**config.mk**
```make
export PLATFORM = sky130hd
export DESIGN_NAME = irq_dist_regs
export DESIGN_NICKNAME = d
export VERILOG_FILES = /design/src/rtl/irq_dist_pkg.sv /design/src/rtl/dist_bitarray.sv /design/src/rtl/dist_prio_bank.sv /design/src/rtl/irq_dist_regs.sv
export SDC_FILE = /design/constraint.sdc
export NUM_CORES = 1
export LEC_CHECK = 0
export ABC_AREA = 0
export BUFFER_PORTS_ARGS = -buffer_cell sky130_fd_sc_hd__buf_2
export CORE_MARGIN = 2
export CORE_UTILIZATION = 40
export DETAILED_ROUTE_END_ITERATION = 7
export PLACE_DENSITY_LB_ADDON = 0.3
export SETUP_SLACK_MARGIN = 0.3
export SKIP_CTS_REPAIR_TIMING = 1
export SYNTH_ARGS = -nofsm -noshare
export SYNTH_HDL_FRONTEND = slang
export SYNTH_SLANG_ARGS = --single-unit
```
**constraint.sdc**
```tcl
create_clock -name clk_i -period 2.31 [get_ports clk_i]
set_input_delay 0.3465 -clock clk_i [delete_from_list [all_inputs] [get_ports clk_i]]
set_output_delay 0.3465 -clock clk_i [all_outputs]
set_load 0.05 [all_outputs]
```
**src/rtl/irq_dist_pkg.sv**
```systemverilog
package irq_dist_pkg;

  typedef enum logic [3:0] {
    REG_ZERO, REG_CTRL, REG_TYPE, REG_IDENT, REG_ONES,
    REG_SETEN, REG_CLREN, REG_SETPEND, REG_CLRPEND, REG_PRIO, REG_IDSP
  } reg_e;

  localparam int CTRL_G0_BIT  = 0;
  localparam int CTRL_G1_BIT  = 1;
  localparam int CTRL_ARE_BIT = 4;
  localparam int CTRL_DS_BIT  = 6;

  localparam int PRIV_IRQS    = 32;
  localparam int IDBITS_FIELD = 9;
  localparam logic [31:0] IDSP_VAL = 32'h0000_003B;

  function automatic reg_e decode(input logic [11:0] a);
    reg_e r;
    r = REG_ZERO;
    if (a[11:2] == 10'd0)      r = REG_CTRL;
    else if (a[11:2] == 10'd1) r = REG_TYPE;
    else if (a[11:2] == 10'd2) r = REG_IDENT;
    else if (a[11:7] == 5'h01) r = REG_ONES;
    else if (a[11:7] == 5'h02) r = REG_SETEN;
    else if (a[11:7] == 5'h03) r = REG_CLREN;
    else if (a[11:7] == 5'h04) r = REG_SETPEND;
    else if (a[11:7] == 5'h05) r = REG_CLRPEND;
    else if (a[11:10] == 2'b01) r = REG_PRIO;
    else if (a == 12'hFE8)     r = REG_IDSP;
    return r;
  endfunction

endpackage

```
**src/rtl/dist_bitarray.sv**
```systemverilog
module dist_bitarray #(
  parameter int NUM_IRQ = 64
) (
  input  logic                 clk_i,
  input  logic                 rst_ni,
  input  logic                 set_we_i,
  input  logic                 clr_we_i,
  input  logic [4:0]           widx_i,
  input  logic [31:0]          wdata_i,
  output logic [NUM_IRQ-33:0]  bits_o,
  output logic [31:0]          rdata_o
);
  localparam int NWORD = NUM_IRQ / 32;
  localparam int NSPI  = NUM_IRQ - 32;

  logic [NSPI-1:0] bits_q;

  // word 0 (private IDs) has no storage
  for (genvar k = 1; k < NWORD; k++) begin : g_word
    always_ff @(posedge clk_i or negedge rst_ni) begin
      if (!rst_ni) begin
        bits_q[(k-1)*32 +: 32] <= '0;
      end else if (widx_i == 5'(k)) begin
        if (set_we_i)      bits_q[(k-1)*32 +: 32] <= bits_q[(k-1)*32 +: 32] | wdata_i;
        else if (clr_we_i) bits_q[(k-1)*32 +: 32] <= bits_q[(k-1)*32 +: 32] & ~wdata_i;
      end
    end
  end

  always_comb begin
    rdata_o = '0;
    for (int k = 1; k < NWORD; k++)
      if (widx_i == 5'(k)) rdata_o = bits_q[(k-1)*32 +: 32];
  end

  assign bits_o = bits_q;


  set_or_chk: assert property (@(posedge clk_i) disable iff (!rst_ni)
    set_we_i && widx_i == 5'd1 |=> (bits_q[31:0] & $past(wdata_i)) == $past(wdata_i));

  clr_and_chk: assert property (@(posedge clk_i) disable iff (!rst_ni)
    clr_we_i && widx_i == 5'd1 |=> (bits_q[31:0] & $past(wdata_i)) == 32'd0);

  bits_hold_chk: assert property (@(posedge clk_i) disable iff (!rst_ni)
    !set_we_i && !clr_we_i |=> $stable(bits_q));

endmodule

```
**src/rtl/dist_prio_bank.sv**
```systemverilog
module dist_prio_bank #(
  parameter int NUM_IRQ = 64
) (
  input  logic        clk_i,
  input  logic        rst_ni,
  input  logic        we_i,
  input  logic [7:0]  widx_i,
  input  logic [31:0] wdata_i,
  output logic [31:0] rdata_o
);
  localparam int PWORD = NUM_IRQ / 4;
  localparam int PRIV  = 8;
  localparam int NST   = PWORD - PRIV;

  logic [31:0] prio_q [NST];

  for (genvar w = 0; w < NST; w++) begin : g_word
    always_ff @(posedge clk_i or negedge rst_ni) begin
      if (!rst_ni)                                prio_q[w] <= '0;
      else if (we_i && widx_i == 8'(w + PRIV))    prio_q[w] <= wdata_i;
    end
  end

  always_comb begin
    rdata_o = '0;
    for (int w = 0; w < NST; w++)
      if (widx_i == 8'(w + PRIV)) rdata_o = prio_q[w];
  end


  prio_store_chk: assert property (@(posedge clk_i) disable iff (!rst_ni)
    we_i && widx_i == 8'(PRIV) |=> prio_q[0] == $past(wdata_i));

  prio_hold_chk: assert property (@(posedge clk_i) disable iff (!rst_ni)
    !we_i |=> $stable(prio_q[0]));

endmodule

```
**src/rtl/irq_dist_regs.sv**
```systemverilog
module irq_dist_regs
  import irq_dist_pkg::*;
#(
  parameter int          NUM_IRQ    = 64,
  parameter logic [7:0]  PRODUCT_ID = 8'h4B,
  parameter logic [11:0] IMPL_ID    = 12'h43B
) (
  input  logic               clk_i,
  input  logic               rst_ni,
  input  logic               req_valid_i,
  output logic               req_ready_o,
  input  logic               req_write_i,
  input  logic [11:0]        req_addr_i,
  input  logic [31:0]        req_wdata_i,
  output logic               rsp_valid_o,
  input  logic               rsp_ready_i,
  output logic [31:0]        rsp_rdata_o,
  output logic               grp1_en_o,
  output logic               g0_warn_o,
  output logic [NUM_IRQ-1:0] pend_o
);
  localparam int CAP_IRQ   = (NUM_IRQ > 1024) ? 1024 : NUM_IRQ;
  localparam int LINES     = CAP_IRQ / 32 - 1;
  localparam logic [31:0] TYPE_VAL  = 32'(LINES) | (32'(IDBITS_FIELD) << 19);
  localparam logic [31:0] IDENT_VAL = {PRODUCT_ID, 12'd0, IMPL_ID};

  logic        acc, wr_acc;
  reg_e        region;
  logic        grp1_q, warn_q, rsp_valid_q;
  logic [31:0] rdata_q, rd_data, en_rdata, pend_rdata, prio_rdata;
  logic [NUM_IRQ-33:0] en_bits, pend_bits;

  assign req_ready_o = !rsp_valid_q || rsp_ready_i;
  assign acc         = req_valid_i && req_ready_o;
  assign wr_acc      = acc && req_write_i;
  assign region      = decode(req_addr_i);

  dist_bitarray #(.NUM_IRQ(NUM_IRQ)) u_enable (
    .clk_i, .rst_ni,
    .set_we_i (wr_acc && region == REG_SETEN),
    .clr_we_i (wr_acc && region == REG_CLREN),
    .widx_i   (req_addr_i[6:2]),
    .wdata_i  (req_wdata_i),
    .bits_o   (en_bits),
    .rdata_o  (en_rdata)
  );

  dist_bitarray #(.NUM_IRQ(NUM_IRQ)) u_pending (
    .clk_i, .rst_ni,
    .set_we_i (wr_acc && region == REG_SETPEND),
    .clr_we_i (wr_acc && region == REG_CLRPEND),
    .widx_i   (req_addr_i[6:2]),
    .wdata_i  (req_wdata_i),
    .bits_o   (pend_bits),
    .rdata_o  (pend_rdata)
  );

  dist_prio_bank #(.NUM_IRQ(NUM_IRQ)) u_prio (
    .clk_i, .rst_ni,
    .we_i    (wr_acc && region == REG_PRIO),
    .widx_i  (req_addr_i[9:2]),
    .wdata_i (req_wdata_i),
    .rdata_o (prio_rdata)
  );

  always_comb begin
    rd_data = '0;
    unique case (region)
      REG_CTRL: begin
        rd_data[CTRL_G1_BIT]  = grp1_q;
        rd_data[CTRL_ARE_BIT] = 1'b1;
        rd_data[CTRL_DS_BIT]  = 1'b1;
      end
      REG_TYPE:                rd_data = TYPE_VAL;
      REG_IDENT:               rd_data = IDENT_VAL;
      REG_IDSP:                rd_data = IDSP_VAL;
      REG_ONES:                rd_data = '1;
      REG_SETEN, REG_CLREN:    rd_data = en_rdata;
      REG_SETPEND, REG_CLRPEND: rd_data = pend_rdata;
      REG_PRIO:                rd_data = prio_rdata;
      default:                 rd_data = '0;
    endcase
  end

  always_ff @(posedge clk_i or negedge rst_ni) begin
    if (!rst_ni) begin
      grp1_q      <= 1'b0;
      warn_q      <= 1'b0;
      rsp_valid_q <= 1'b0;
      rdata_q     <= '0;
    end else begin
      warn_q <= wr_acc && region == REG_CTRL && req_wdata_i[CTRL_G0_BIT];
      if (wr_acc && region == REG_CTRL) grp1_q <= req_wdata_i[CTRL_G1_BIT];
      if (acc) begin
        rsp_valid_q <= 1'b1;
        rdata_q     <= req_write_i ? 32'd0 : rd_data;
      end else if (rsp_ready_i) begin
        rsp_valid_q <= 1'b0;
      end
    end
  end

  assign rsp_valid_o = rsp_valid_q;
  assign rsp_rdata_o = rdata_q;
  assign grp1_en_o   = grp1_q;
  assign g0_warn_o   = warn_q;
  assign pend_o      = {pend_bits, 32'd0};


  rsp_hold_chk: assert property (@(posedge clk_i) disable iff (!rst_ni)
    rsp_valid_o && !rsp_ready_i |=> rsp_valid_o && $stable(rsp_rdata_o));

  rsp_after_acc_chk: assert property (@(posedge clk_i) disable iff (!rst_ni)
    req_valid_i && req_ready_o |=> rsp_valid_o);

  grp1_hold_chk: assert property (@(posedge clk_i) disable iff (!rst_ni)
    !(wr_acc && region == REG_CTRL) |=> $stable(grp1_en_o));

  warn_src_chk: assert property (@(posedge clk_i) disable iff (!rst_ni)
    g0_warn_o |-> rsp_valid_o && $past(req_write_i) && $past(req_wdata_i[CTRL_G0_BIT]));

endmodule

```
==> Word-level counts from Yosys, hierarchy flattened <==
Index checks and enable logic that the tools add are counted.
{ "word_totals": {"ram_bits": 0, "romBits": 0, "latchBits": 0, "inputBits": 49, "n_memories": 0, "ff_bits": 355, "wordCells": 113, "out_inout_bits": 100} }
{ "classes": {"n_shift": 0, "order_cmp": 0, "n_eq_ne": 28, "bitwise": 5, "reduce_logical": 32, "add_sub_neg": 0, "multipliers": 0, "n_mux": 34, "div": 0} }
{ "ops": {"columns": ["cell", "count"], "rows": [
  ["two-way mux 32 bit", 15],
  ["case mux 25 bit (6 select lines)", 1],
  ["bitwise AND 32 bit", 2],
  ["equality test 8 x 4 -> 1 bit (second input constant)", 8],
  ["bitwise OR 32 bit", 2],
  ["two-way mux 4 bit", 10],
  ["inverter 32 bit", 1],
  ["logical AND 1 bit", 17],
  ["equality test 4 x 3 -> 1 bit (second input constant)", 4],
  ["case mux 1 bit (4 select lines)", 4],
  ["equality test 12 bit (second input constant)", 1],
  ["equality test 4 bit (second input constant)", 3],
  ["equality test 10 x 1 -> 1 bit (second input constant)", 1],
  ["equality test 10 x 2 -> 1 bit (second input constant)", 1],
  ["equality test 5 x 1 -> 1 bit (second input constant)", 2],
  ["equality test 5 x 2 -> 1 bit (second input constant)", 2],
  ["equality test 5 x 3 -> 1 bit (second input constant)", 2],
  ["logical NOT 10 bit", 1],
  ["case mux 2 bit (5 select lines)", 1],
  ["equality test 4 x 2 -> 1 bit (second input constant)", 2],
  ["OR reduction 2 bit", 4],
  ["OR reduction 4 bit", 2],
  ["nonzero test 2 bit", 3],
  ["case mux 1 bit (5 select lines)", 1],
  ["7 further kinds", 9]
]} }

==> Logic depth before layout (Yosys ltp) <==
Gate-level depths: netlist of the first run.
{ "logic_depth": {"depth_word": 15, "mapped_depth": 9, "mapped_depth_nobuf": 6} }

==> Hierarchy <==
From an unflattened synthesis of the first run, not the netlist that was laid out.
{ "unflattened": {"cells_unflattened": 1494, "hier_area_um2": 17957.2} }
{ "by_module_without_submodules": {"columns": ["module", "cells_per_inst", "seq_area_each_um2", "area_each_um2", "instances"], "rows": [
  ["dist_prio_bank", 901, 6406.1, 12072.8, 1],
  ["dist_bitarray", 172, 800.8, 1759.2, 2],
  ["irq_dist_regs", 249, 875.8, 2366.0, 1]
]} }

==> Least setup slack after synthesis of the first run <==
Ideal clock, no wire load.
{ "synth_timing": {"path_type": "register to register", "startpoint": "register rsp_valid_q (netlist: rsp_valid_o)", "endpoint": "register u_prio.prio_q[129] in the netlist's numbering", "n_path_buf": 3, "arrival_time_ns": 2.723, "required_ns": 2.185, "period_less_slack_ns": 2.848, "path_stages_with_launch": 10, "slack_ns": -0.538, "setup_time_ns": 0.125, "path_cell_list": "dfrtp_1 nor2b_1 inv_1 and3_1 clkbuf_1 o221ai_2 or3_1 buf_2 buf_6 mux2_4"} }
{ "synth_via": {"elab_chain_len": 6} }
{ "synth_rtl": {"columns": ["element", "line_no", "rtl"], "rows": [
  ["start, declared", "irq_dist_regs.sv:29", "logic grp1_q, warn_q, rsp_valid_q;"],
  ["start signal, assigned", "irq_dist_regs.sv:89", "rsp_valid_q <= 1'b0;"],
  ["start signal, assigned", "irq_dist_regs.sv:95", "rsp_valid_q <= 1'b1;"],
  ["start signal, assigned", "irq_dist_regs.sv:98", "rsp_valid_q <= 1'b0;"],
  ["logical NOT 1 bit", "irq_dist_regs.sv:33", "assign req_ready_o = !rsp_valid_q || rsp_ready_i;"],
  ["logical OR 1 bit", "irq_dist_regs.sv:33", null],
  ["via req_ready_o", "irq_dist_regs.sv:11", "output logic req_ready_o,"],
  ["logical AND 1 bit", "irq_dist_regs.sv:34", "assign acc = req_valid_i && req_ready_o;"],
  ["logical AND 1 bit", "irq_dist_regs.sv:35", "assign wr_acc = acc && req_write_i;"],
  ["logical AND 1 bit", "irq_dist_regs.sv:60", ".we_i (wr_acc && region == REG_PRIO),"],
  ["logical AND 1 bit", "dist_prio_bank.sv:20", "else if (we_i && widx_i == 8'(w + PRIV)) prio_q[w] <= wdata_i;"],
  ["end signal, assigned by index", "dist_prio_bank.sv:20", null],
  ["end, declared", "dist_prio_bank.sv:15", "logic [31:0] prio_q [NST];"]
]} }
The timed path passes the listed nets, and every way through them passes these cells.
A chain may end at the register's enable or synchronous reset.

==> Worst setup path in the final report of the first run <==
{ "layout_timing": {"startpoint": "input port req_addr_i[4]", "endpoint": "register u_prio.prio_q[65] in the netlist's numbering"} }
{ "layout_via": {"elab_chain_len": 14, "elab_cells_between_ends": 18, "cone_classes": "eq/ne: 5; mux: 10; reduce/logical: 3"} }
{ "layout_rtl": {"columns": ["element", "line_no", "rtl"], "rows": [
  ["start, declared", "irq_dist_regs.sv:13", "input logic [11:0] req_addr_i,"],
  ["equality test 12 bit", "irq_dist_pkg.sv:29", "else if (a == 12'hFE8) r = REG_IDSP;"],
  ["two-way mux 4 bit", "irq_dist_pkg.sv:29", null],
  ["two-way mux 4 bit", "irq_dist_pkg.sv:28", "else if (a[11:10] == 2'b01) r = REG_PRIO;"],
  ["two-way mux 4 bit", "irq_dist_pkg.sv:27", "else if (a[11:7] == 5'h05) r = REG_CLRPEND;"],
  ["two-way mux 4 bit", "irq_dist_pkg.sv:26", "else if (a[11:7] == 5'h04) r = REG_SETPEND;"],
  ["two-way mux 4 bit", "irq_dist_pkg.sv:25", "else if (a[11:7] == 5'h03) r = REG_CLREN;"],
  ["two-way mux 4 bit", "irq_dist_pkg.sv:24", "else if (a[11:7] == 5'h02) r = REG_SETEN;"],
  ["two-way mux 4 bit", "irq_dist_pkg.sv:23", "else if (a[11:7] == 5'h01) r = REG_ONES;"],
  ["two-way mux 4 bit", "irq_dist_pkg.sv:22", "else if (a[11:2] == 10'd2) r = REG_IDENT;"],
  ["two-way mux 4 bit", "irq_dist_pkg.sv:21", "else if (a[11:2] == 10'd1) r = REG_TYPE;"],
  ["two-way mux 4 bit", "irq_dist_pkg.sv:20", "if (a[11:2] == 10'd0) r = REG_CTRL;"],
  ["equality test 4 bit", "irq_dist_regs.sv:60", null],
  ["logical AND 1 bit", "irq_dist_regs.sv:60", null],
  ["logical AND 1 bit (*)", "dist_prio_bank.sv:20", null]
]} }
Mark *: on every way between the ends. The rest lies on a longest branch, timed or not.

==> results of run 1 <==
[worst reg2reg max path: stages (launching register included)]
cell,delay [ns]
dfrtp_2,0.40
nor2b_4,0.14
inv_4,0.04
and3_4,0.24
o221ai_4,0.13
buf_6,0.15
nor3_4,0.20
buf_6,0.18
buf_6,0.16
mux2_2,0.33
[final cells by class]
type / instances / area (um2) / area share (%)
clock buffers: 55 / 1160 / 5.14
repair buffers: 308 / 2760 / 12.3
multi-input cells: 911 / 8720 / 38.7
diodes: 1 / 2.50 / 0.0111
clock inverters: 10 / 85.1 / 0.378
well taps: 592 / 741 / 3.29
flip-flops and latches: 355 / 8880 / 39.4
inverters: 47 / 179 / 0.794
[through the flow]
stage / setup WS, ns / hold WS [ns] / utilization [%] / power, mW / cells
after global routing: 0.169 / 0.150 / 50.9 / 14.2 / 2278
after floorplan: -0.188 / 0.0509 / - / 7.09 / 1495
final: 0.201 / 0.118 / 50.9 / 13.7 / 2279
after global placement: -0.467 / 0.222 / 46.1 / 7.58 / 2182
after detailed placement: -0.455 / 0.219 / 46.1 / 7.60 / 2182
after CTS: -0.193 / -0.380 / 49.0 / 13.8 / 2247
[placed cells by master, fill, tap and decap left out, types with 18 or more instances in the layout]
master,Yosys,routed
a2111oi_2,1,18
nand3_1,36,33
and3_1,25,22
nand2_1,97,95
mux2_2,239,183
a21o_1,22,22
o21a_1,24,23
mux4_2,32,32
mux2_4,60,124
nor2_1,37,37
buf_4,42,130
clkbuf_16,0,53
a21oi_1,29,29
conb_1,1,32
nor3_1,29,25
buf_12,0,33
dfrtp_1,355,354
o2111ai_1,29,29
o221ai_1,21,21
buf_2,47,112
inv_1,45,44
mux2i_1,34,34
[power by group]
group          internal (mW)  switching (mW)  total [mW]
logic                  0.357           0.903        1.26
clock network           3.60            2.56        6.15
registers               6.26          0.0275        6.29
total                   10.2            3.49        13.7
[cell families (layout without fill, tap and decap cells)]
group	after synthesis	count (layout)	share of synthesized area (%)
and+or+nand+nor	267	267	7.29
AOI/OAI and AO/OA	232	232	10.0
muxes	379	379	26.8
DFF	355	355	49.6
xor gates and xnor gates	1	1	0.0489
other	1	33	0.0209
buffers and inverters	229	420	6.25
[path summary, 6_finish.rpt]
kind / end / from / slack (ns) / cells after the start
setup / recovery: u_prio.prio_q[65] / req_addr_i[4] / 0.20 / 9
hold / removal: rsp_valid_o / req_valid_i / 0.12 / 3
setup reg to reg: u_prio.prio_q[172] / rsp_valid_o / 0.22 / 9
hold reg to reg: rsp_rdata_o[9] / flop / 0.48 / 1
max in group asynchronous: rsp_valid_o / rst_ni / 1.19 / 3
min in group asynchronous: u_prio.prio_q[147] / rst_ni / 0.24 / 2
[per-layer routing]
layer,GRT usage [%],share of wire (%)
met3,4.19,7.1
met5,0,0
met1,33.2,44
met2,36.9,46
met4,7.38,2.7
==> results_dict.tcl, run 1 <==
set metrics [dict create \
    outcome "complete, no violations" \
    setup.worst_path.end_class "flop" \
    cts_buffers 40 \
    first_iter_violations 1234 \
    tns_ns 0 \
    period_needed_ns 2.11 \
    grt_pass1_wl_um 83300 \
    root_buffer "clkbuf_16" \
    grt_usage_pct 23.5 \
    htreeDepth 2 \
    ys_seq_area_share_pct 49.6 \
    setup_viol 0 \
    layout-drive-gt1-share_pct 45.7 \
    slowest_delay_ns 0.56 \
    gp_congestion 0.951 \
    core-area_mm2 0.0442 \
    area_delta_synth_final_pct 25.7 \
    synth_area_mm2 0.0179 \
    grt_max_degree 104 \
    cts.path.max_buffers 3 \
    ant_nets 0 \
    grt_pass1_vias 13400 \
    crit_type "primary input to flop" \
    p_per_area_mw_per_mm2 608 \
    num-nets-final 1712 \
    yosysMostFrequentCell "dfrtp_1" \
    wire_per_inst_um 25.2 \
    netlist_instances 1464 \
    ir_drop_uv 481 \
    maxCapViolCount 0 \
    rsz0062_at_grt "true" \
    yosys_warnings 0 \
    clk_pin_slew_ns 0.06 \
    async_flop_share_pct 100 \
    hp-class "primary input to flop" \
    fin_skew_ns 0.0150 \
    vias_per_cell 5.77 \
    yosysTopAreaCellShare_pct 49.6 \
    tightest_slew_ns 0.727 \
    worst_skew_pair.late_latency_ns 0.56 \
    rows 77 \
    critPathMaxFanout 7 \
    cp_cell_sequence "buf_2 > or4_4 > nor3_4 > buf_4 > o221a_2 > buf_4 > nand3_4 > clkbuf_16 > mux2_2" \
    dieHeight_um 216 \
    crit_top_cell "buf_4" \
    num_vias 13200 \
    dr.pass1.iters 5 \
    finalCritPeriodShare_pct 91.3 \
    cp_slowest_cell "or4_4" \
    wl_um 57400 \
    synth_edf_count 0 \
    start_util_pct 40.5 \
    yosys_most_used_dff "dfrtp_1" \
    cts_tree "yes" \
    synth_area_leaders "dfrtp_1 (50%), mux2_2 (15%), mux2_4 (5.0%)" \
    crit_buf_inv 4 \
    critPathLaunchType "primary input" \
    fillers 3818 \
    num_io_pins 149 \
    clock-sinks 355 \
    syn_avg_cell_area_um2 12.2 \
    cp.arrival_ns 2.53 \
    synth-seq-cells 355 \
    worstPathRequired_ns 2.74 \
    place_area_mm2 0.0204 \
    synthTopCellsByCount "dfrtp_1 (355), mux2_2 (239), nand2_1 (97)" \
    port_buffers 116 \
    yosysTopAreaCell "dfrtp_1" \
    grt_antenna_before_repair 1 \
    post-dp-hpwl_um 35400 \
    relSlewSlack_pct 51.1 \
    drv_slew 0 \
    drc 0 \
    stdcell_area_mm2 0.0225 \
    globalRouteOverflowTotal 0 \
    critPathTopFamily "simple AND/OR/NAND/NOR gates" \
    die_w_um 216 \
    synth_cell_types 68 \
    clock.fmax_mhz 474 \
    fp.dieArea_mm2 0.0465 \
    finalHoldViolCount 0 \
    leakage_nw 11.0 \
]
Note: power is estimated with default switching activity, not from simulation.
==> run 2: changes to the inputs <==
SLEW_MARGIN = 40   (was not set)
clock period = 1.7 ns   (was 2.31 ns; I/O delays follow)
==> run 2 against run 1 <==
  * The run now ends with setup timing left
  * Flip-flop and latch count stayed put
  * Final area increased by 4.1%
  * Cell count up 1.2%
  * Utilization increased by 2.1 points
  * Combinational power rose by 44%
  * Critical path type unchanged
  * Highest routed layer is now met5
==> results_dict.tcl, run 2 (synthesis results as in run 1) <==
set metrics [dict create \
    power_frac_seq_pct 46.1 \
    p_per_area_mw_per_mm2 791 \
    core-area_mm2 0.0442 \
    switchingPower_mw 4.77 \
    maxCapViolCount 0 \
    worstPathRequired_ns 2.12 \
    num_io_pins 149 \
    vias_per_cell 5.90 \
    setup.worst_path.end_class "flop" \
    utilization_pct 53.0 \
    grt_antenna_before_repair 2 \
    violations "setup timing" \
    dp_cells 2203 \
    tns_ns -95.18 \
    setup_viol 353 \
    place_ws_ns -0.884 \
    root_buffer "clkbuf_16" \
    hp-class "primary input to flop" \
    outcome "complete, but fails checks" \
    combPwrFrac_pct 9.8 \
    first_iter_violations 1216 \
    clkPwrFrac_pct 44.1 \
    cts_buffers 39 \
    grt_usage_pct 23.4 \
    fp.dieArea_mm2 0.0465 \
    leakage_nw 11.4 \
    finalHoldViolCount 0 \
    holdPathStages 5 \
    finalWorstSetupSlack_ns -0.392 \
    intPower_mw 13.8 \
    cts.path.max_buffers 3 \
    clk_pin_slew_ns 0.06 \
    ant_nets 0 \
    grt_pass1_wl_um 83400 \
    grt_max_degree 69 \
    htreeDepth 2 \
    gp_congestion 0.929 \
    holdWs_ns 0.101 \
    num-nets-final 1741 \
    period_needed_ns 2.09 \
    mostFrequentLayoutCells "dfrtp_1 (354), mux2_4 (158), mux2_2 (154), buf_4 (127), buf_2 (112)" \
    cts_tree "yes" \
    critPathMaxFanout 30 \
    finalCritPeriodShare_pct 123 \
    instances_no_fill 2307 \
    globalRouteOverflowTotal 0 \
    rsz0062_at_grt "true" \
    dieHeight_um 216 \
    clock-sinks 355 \
    dr.pass1.iters 5 \
    layout-drive-gt1-share_pct 48.4 \
    drv_slew 0 \
    critPathLaunchType "primary input" \
    num_vias 13600 \
    crit_start "req_addr_i[7]" \
    rows 77 \
    ir_drop_uv 626 \
    crit_type "primary input to flop" \
    wire_per_inst_um 26.6 \
    area_delta_synth_final_pct 30.8 \
    mostFrequentLayoutCell "dfrtp_1" \
    grt_pass1_vias 13400 \
    clock.fmax_mhz 478 \
    cp.arrival_ns 2.51 \
    worst_skew_pair.late_latency_ns 0.54 \
    hold_start "rsp_ready_i" \
    start_util_pct 40.5 \
    swShare_pct 25.7 \
    die_w_um 216 \
    wl_um 61300 \
    post-dp-hpwl_um 35800 \
    drc 0 \
    fin_skew_ns 0.0104 \
    reg2reg_depth 8 \
    port_buffers 116 \
    r2r_start "rsp_valid_o" \
]
[run 2: metrics by stage]
stage	area (um2)	total power [mW]
6_report	23400	18.6
3_3_place_gp	20600	10.4
5_1_grt	23400	19.1
4_1_cts	21700	18.5
3_5_place_dp	20600	10.4
2_1_floorplan	18400	9.62
[run 2: worst paths after layout]
kind	endpoint	slack, ns
setup / recovery	u_prio.prio_q[97]	-0.39
hold / removal	rsp_valid_o	0.10
setup reg to reg	u_prio.prio_q[231]	-0.34
hold reg to reg	rsp_rdata_o[29]	0.47
max in group asynchronous	grp1_en_o	0.82
min in group asynchronous	rsp_rdata_o[28]	0.19
[run 2: worst max-delay path: stages]
cell and delay [ns]:
buf_2 0.13, or4_4 0.56, buf_4 0.31, nor2_1 0.35, buf_4 0.20, nand3_4 0.17, clkbuf_16 0.23, mux2_2 0.28
[run 2: layout make-up]
class	count	area [um2]
antenna	1	2.50
clock buffer	57	1090
clock inverter	6	87.6
fill	3700	20800
inverter	47	179
multi-input combinational	911	9140
sequential	355	8880
tap	592	741
timing repair buffer	338	3330
[run 2: power groups by stage]
stage               Combinational (mW)  Clock [mW]  Sequential [mW]
floorplan                        0.804           0             8.82
global placement                  1.65           0             8.70
detailed placement                1.67           0             8.70
CTS                               1.67        8.27             8.55
global route                      1.92        8.62             8.55
finish                            1.82        8.19             8.55
[run 2: routing by layer]
layer / wire (um) / vias up / track usage, %
li1: - / 5761 / -
met1: 27100 / 7151 / 33.2
met2: 27900 / 579 / 36.2
met3: 4860 / 112 / 5.06
met4: 1440 / 2 / 6.28
met5: 17 / - / 0
